`src/rtl/txhs_pkg.sv`:
```
package txhs_pkg;
   typedef enum logic [1:0] {
      SEQ_IDLE     = 2'd0,
      SEQ_WAIT_CTS = 2'd1,
      SEQ_COUNT    = 2'd2,
      SEQ_SEND     = 2'd3
   } seq_state_t;
endpackage

```
`src/rtl/txhs_edge_sense.sv`:
```
// Samples the bit clock and CTS, optionally through a synchronizer chain,
// and flags falling edges of the bit clock.
module txhs_edge_sense #(
   parameter int SYNC_STAGES = 0
) (
   input  logic clk,
   input  logic rst_n,
   input  logic txclk,
   input  logic cts,
   output logic fall,
   output logic cts_s
);
   logic tx_s;
   logic tx_prev;

   if (SYNC_STAGES < 0) begin : g_bad_sync
      $error("SYNC_STAGES must not be negative");
   end

   if (SYNC_STAGES == 0) begin : g_direct
      assign tx_s  = txclk;
      assign cts_s = cts;
   end else begin : g_sync
      logic [SYNC_STAGES-1:0] tx_ch;
      logic [SYNC_STAGES-1:0] cts_ch;
      always_ff @(posedge clk) begin
         if (!rst_n) begin
            tx_ch  <= '0;
            cts_ch <= '0;
         end else begin
            tx_ch[0]  <= txclk;
            cts_ch[0] <= cts;
            for (int i = 1; i < SYNC_STAGES; i++) begin
               tx_ch[i]  <= tx_ch[i-1];
               cts_ch[i] <= cts_ch[i-1];
            end
         end
      end
      assign tx_s  = tx_ch[SYNC_STAGES-1];
      assign cts_s = cts_ch[SYNC_STAGES-1];
   end

   always_ff @(posedge clk) begin
      if (!rst_n) tx_prev <= 1'b0;
      else        tx_prev <= tx_s;
   end

   assign fall = tx_prev & ~tx_s;

   AST_FALL_IS_EDGE: assert property (@(posedge clk) disable iff (!rst_n)
      fall |=> !fall);
endmodule

```
`src/rtl/txhs_sat_counter.sv`:
```
// Saturating up counter with synchronous clear.
module txhs_sat_counter #(
   parameter int W = 4
) (
   input  logic         clk,
   input  logic         rst_n,
   input  logic         clr,
   input  logic         inc,
   output logic [W-1:0] q
);
   localparam logic [W-1:0] QMAX = {W{1'b1}};

   if (W < 1) begin : g_bad_w
      $error("counter width must be at least 1");
   end

   always_ff @(posedge clk) begin
      if (!rst_n)                 q <= '0;
      else if (clr)               q <= '0;
      else if (inc && q != QMAX)  q <= q + W'(1);
   end

   AST_CNT_SATURATES: assert property (@(posedge clk) disable iff (!rst_n)
      (q == QMAX && !clr) |=> q == QMAX);
   AST_CNT_STEP_ONE: assert property (@(posedge clk) disable iff (!rst_n)
      (!clr && !inc) |=> $stable(q));
endmodule

```
`src/rtl/tx_handshake_start.sv`:
```
// Sequencer deciding when the first start bit may go out.
module tx_handshake_start #(
   parameter int CNT_W       = 4,
   parameter int SYNC_STAGES = 0,
   parameter int DLY_READY   = 2,
   parameter int DLY_MODE0   = 3,
   parameter int DLY_MODE1   = 2
) (
   input  logic             clk,
   input  logic             rst_n,
   input  logic             txclk,
   input  logic             fifo_has_data,
   input  logic             cts,
   input  logic             cts_mode,
   input  logic             tx_last_bit,
   output logic             rts,
   output logic             tx_start,
   output logic [CNT_W-1:0] wait_cnt
);
   import txhs_pkg::*;

   localparam int CNT_MAX = (1 << CNT_W) - 1;
   localparam logic [CNT_W-1:0] T_READY = CNT_W'(DLY_READY);
   localparam logic [CNT_W-1:0] T_MODE0 = CNT_W'(DLY_MODE0);
   localparam logic [CNT_W-1:0] T_MODE1 = CNT_W'(DLY_MODE1);

   if (CNT_W < 2) begin : g_bad_cnt_w
      $error("CNT_W must be at least 2");
   end
   if (DLY_READY < 1 || DLY_MODE0 < 1 || DLY_MODE1 < 1) begin : g_bad_dly_lo
      $error("start delays must be at least one bit time");
   end
   if (DLY_READY > CNT_MAX || DLY_MODE0 > CNT_MAX || DLY_MODE1 > CNT_MAX) begin : g_bad_dly_hi
      $error("start delays must fit in CNT_W bits");
   end

   seq_state_t       state;
   logic             fall;
   logic             cts_s;
   logic [CNT_W-1:0] target;
   logic [CNT_W-1:0] phase_q;
   logic [CNT_W-1:0] phase_next;

   txhs_edge_sense #(.SYNC_STAGES(SYNC_STAGES)) i_sense (
      .clk   (clk),
      .rst_n (rst_n),
      .txclk (txclk),
      .cts   (cts),
      .fall  (fall),
      .cts_s (cts_s)
   );

   // Bit times since CTS condition met.
   txhs_sat_counter #(.W(CNT_W)) i_phase (
      .clk   (clk),
      .rst_n (rst_n),
      .clr   (state != SEQ_COUNT),
      .inc   (state == SEQ_COUNT && fall),
      .q     (phase_q)
   );

   // Bit times since RTS rose, frozen once sending.
   txhs_sat_counter #(.W(CNT_W)) i_wait (
      .clk   (clk),
      .rst_n (rst_n),
      .clr   (state == SEQ_IDLE),
      .inc   (fall && (state == SEQ_WAIT_CTS || state == SEQ_COUNT)),
      .q     (wait_cnt)
   );

   assign phase_next = phase_q + CNT_W'(1);

   always_ff @(posedge clk) begin
      if (!rst_n) begin
         state    <= SEQ_IDLE;
         rts      <= 1'b0;
         tx_start <= 1'b0;
         target   <= T_READY;
      end else begin
         tx_start <= 1'b0;
         unique case (state)
            SEQ_IDLE: begin
               if (fall && fifo_has_data) begin
                  rts    <= 1'b1;
                  target <= T_READY;
                  state  <= cts_s ? SEQ_COUNT : SEQ_WAIT_CTS;
               end
            end
            SEQ_WAIT_CTS: begin
               if (fall && cts_s) begin
                  target <= cts_mode ? T_MODE1 : T_MODE0;
                  state  <= SEQ_COUNT;
               end
            end
            SEQ_COUNT: begin
               if (fall && phase_next == target) begin
                  tx_start <= 1'b1;
                  state    <= SEQ_SEND;
               end
            end
            SEQ_SEND: begin
               if (tx_last_bit && !fifo_has_data) begin
                  rts   <= 1'b0;
                  state <= SEQ_IDLE;
               end
            end
            default: state <= SEQ_IDLE;
         endcase
      end
   end

   AST_RTS_RISE_ON_FALL: assert property (@(posedge clk) disable iff (!rst_n)
      $rose(rts) |-> $past(fall && fifo_has_data));
   AST_START_ONE_CYCLE: assert property (@(posedge clk) disable iff (!rst_n)
      tx_start |=> !tx_start);
   AST_START_NEEDS_RTS: assert property (@(posedge clk) disable iff (!rst_n)
      tx_start |-> rts);
   AST_START_ON_FALL: assert property (@(posedge clk) disable iff (!rst_n)
      tx_start |-> $past(fall));
   AST_START_MIN_WAIT: assert property (@(posedge clk) disable iff (!rst_n)
      tx_start |-> wait_cnt >= T_MODE1 || wait_cnt >= T_READY);
   AST_RTS_DROP_CAUSE: assert property (@(posedge clk) disable iff (!rst_n)
      $fell(rts) |-> $past(tx_last_bit && !fifo_has_data));
   AST_WAIT_FROZEN: assert property (@(posedge clk) disable iff (!rst_n)
      (state == SEQ_SEND && $past(state == SEQ_SEND)) |-> $stable(wait_cnt));
endmodule

```
`config.mk`:
```
export PLATFORM = sky130hd
export DESIGN_NAME = tx_handshake_start
export DESIGN_NICKNAME = d
export VERILOG_FILES = /design/src/rtl/txhs_pkg.sv /design/src/rtl/txhs_edge_sense.sv /design/src/rtl/txhs_sat_counter.sv /design/src/rtl/tx_handshake_start.sv
export SDC_FILE = /design/constraint.sdc
export NUM_CORES = 1
export LEC_CHECK = 0
export ABC_AREA = 1
export BUFFER_PORTS_ARGS = -buffer_cell sky130_fd_sc_hd__buf_2
export CAP_MARGIN = 10
export CORE_MARGIN = 3
export CORE_UTILIZATION = 57
export CTS_BUF_LIST = sky130_fd_sc_hd__clkbuf_8
export DETAILED_ROUTE_END_ITERATION = 10
export PLACE_DENSITY = 0.9
export SKIP_CTS_REPAIR_TIMING = 1
export SLEW_MARGIN = 20
export SYNTH_ARGS = -nofsm -noshare
export SYNTH_HDL_FRONTEND = slang
export SYNTH_HIERARCHICAL = 1
export SYNTH_SLANG_ARGS = --single-unit
```
`constraint.sdc`:
```
create_clock -name clk -period 1.7 [get_ports clk]
set_clock_uncertainty 0.05 [all_clocks]
set_input_delay 0.34 -clock clk [delete_from_list [all_inputs] [get_ports clk]]
set_output_delay 0.34 -clock clk [all_outputs]
set_load 0.005 [all_outputs]
```
==> results.md <==
* Die X at approximately 45 um
* Kind of cell adding the most delay to the critical path: flip-flops
* Max-capacitance violation count at 0
* Total number of H-tree levels at 1
* Final hold violation count at 0
* Global-route wire length before repair at 3260 um
* Core area at 1370 um2
* DRC Markers at 0
* Die H at between 40 and 50 um
* Root Driver: clkbuf_8
* Area post-placement at 948 um2
* GRT Util Overall at 21.7%
* Largest net degree at the start of global routing at 10
* Final Slew Violations at 0
* Max-slew headroom at 74.7%
* Detailed placement HPWL at 1340 um
* Largest stage delay, worst path at 410 ps
* CTS tree: done
* Most common cell after layout, fill and taps aside: nor2_1
* Row cnt at 13
* Initial Util at 64.2%
* I/O Buffers at 12
* Layout cell share with drive strength beyond 1 at 20.3%
* Worst EP arrival at 1650 ps
* Worst hold slack at 240 ps
* Count of unique library cells instantiated by Yosys at 20
* Seq cells post-synth at 14
* Sequential share of the synthesized area at 32.0%
* Vias per cell at roughly 5.5
* Final worst-path setup slack at 176 ps
* Crit share post-route at 89.7%
* Total Wirelength at 1870 um
* Setup violations, final at 0
* Fill count at 108
* Critical Path Fanout Max at 5
* Cells after Synth at 128
* Status: complete, no violations
* Number of global-route vias before repair at around 810
* HP Class: input port to register
* Slowest stage cell on the critical path: dfxtp_1
* Pwr Density at 1350 nW/um2
* Initial antenna violation count at 0
* Final antenna-violating net count at 0
* Nets at approximately 160
* Final core occ at 73.5%
* DR vias at 863
* Number of diodes at 0
* CP dominant cell by count: inv_1
* Maximum VDD drop at 0.884 mV
* Clk buf depth at 2
* CTS Buf Count at 3
* Cell accounting for the most synthesized area: dfxtp_1
* Setup CP Type: register to register
* Worst EP required at 1830 ps
* Mapped Avg Cell Area at 6.85 um2
* CP endpoint kind: register
* Setup crit start kind: register
* Syn. warnings at 6
* DR iter-0 viols at 41
* RSZ-0062 raised after global routing: false
* Placed cells at ~150
* Worst-Skew Late Latency at between 200 and 250 ps
* WP buf/inv at 3
* Total power at 1.35 mW
* Clock sinks at 14
* Pre-CTS setup slack at roughly 180 ps
* Area grow syn2layout at 14.6%
* Area contributors post-synth: dfxtp_1 (32%), nor2_1 (12%), ha_1 (10%)
* Yosys top cell area share at 32.0%
* Drt wl/cell at ~12 um
* # IOs at 13
* Non-filler cells, final at 158
* Synthesized cell area at 877 um2
* First-pass DRT Iterations at 4
* Commonest non-fill, non-tap cells in the layout: nor2_1 (27), nand2_1 (21), inv_1 (20)
* Final Instance Area at 1000 um2
* Total negative slack at 0 ps
* GP Congestion at ~0.89
* Die ar. at 2050 um2
* Synth Net Count at 142
* Fin crit period at 1520 ps
* Clk slew on worst S/H paths at 60 ps
* CP Cell Sequence: inv_1, ha_1, nand2_1, inv_1, nand2_2, inv_1, nand2_1, a21boi_2
* LEAKAGE at 0.485 nW
* Total gr overflow at 0
* Fmax at roughly 0.66 GHz
* Worst-Margin Slew at 379 ps
## kinds of logic (layout without fill, tap and decap cells)
| family | after synthesis | count (layout) | share of synthesized area (%) |
|---|---|---|---|
| AND/OR/NAND/NOR | 68 | 68 | 35.1 |
| XOR/XNOR | 2 | 2 | 2.00 |
| adder cells (fa/ha/maj) | 7 | 7 | 9.99 |
| buffers and inverters | 21 | 36 | 9.42 |
| flip-flops | 14 | 14 | 32.0 |
| AO/OA/AOI/OAI | 16 | 16 | 11.6 |
## sequential cells by signal, indices dropped and copies added (netlist names)
| name | flops |
|---|---|
| state | 2 |
| i_sense/tx_prev | 1 |
| i_wait/q | 4 |
| tx_start | 1 |
| target | 1 |
| i_phase/q | 4 |
| rts | 1 |
## synth_stat cells (all sizes together)
master / n
ha: 7
nor2: 29
nand4: 3
inv: 20
nand3: 8
nor3: 2
buf: 1
dfxtp: 14
xor2: 2
a21boi: 2
a21oi: 5
o211a: 1
nand2: 26
o21ai: 8
## report_power, final
| part | switching, mW | internal, mW |
|---|---|---|
| Combinational | 0.373 | 0.229 |
| Clock | 0.117 | 0.205 |
| Sequential | 0.0489 | 0.379 |
| Total | 0.539 | 0.813 |
## worst register-to-register path, cell delays in order (launching register included)
cell      delay (ps)
dfxtp_1          410
inv_1             90
ha_1             340
nand2_1           80
inv_1            100
nand2_2           80
inv_1            100
nand2_1           70
a21boi_2         130
## cell type report
cell class | instances | area (um2) | area share [%]
clock buffer | 4 | 55.1 | 5.48
inverter | 20 | 75.1 | 7.47
multi-input combinational | 93 | 514 | 51.2
sequential | 14 | 282 | 28.0
tap | 15 | 18.8 | 1.87
timing repair buffer | 12 | 60.1 | 5.98
## path summary, 6_finish.rpt
path | start | end | slack, ps | cells past startpoint
max reg2reg | state[1] | i_wait/q[2] | 180 | 8
min reg2reg | rts | rts | 460 | 2
max | state[1] | i_wait/q[2] | 180 | 8
min | txclk | i_sense/tx_prev | 240 | 3
## layer usage
metal / wire length, um / share of wire, % / vias to the layer above / global-route usage [%]
met5: 0 / 0 / - / 0
met2: 909 / 49 / 35 / 37.3
met1: 815 / 44 / 387 / 26.5
li1: - / - / 436 / -
met3: 112 / 6.0 / 5 / 2.79
met4: 33 / 1.8 / 0 / 9.94
No activity file was read; power rests on OpenSTA's default activity.
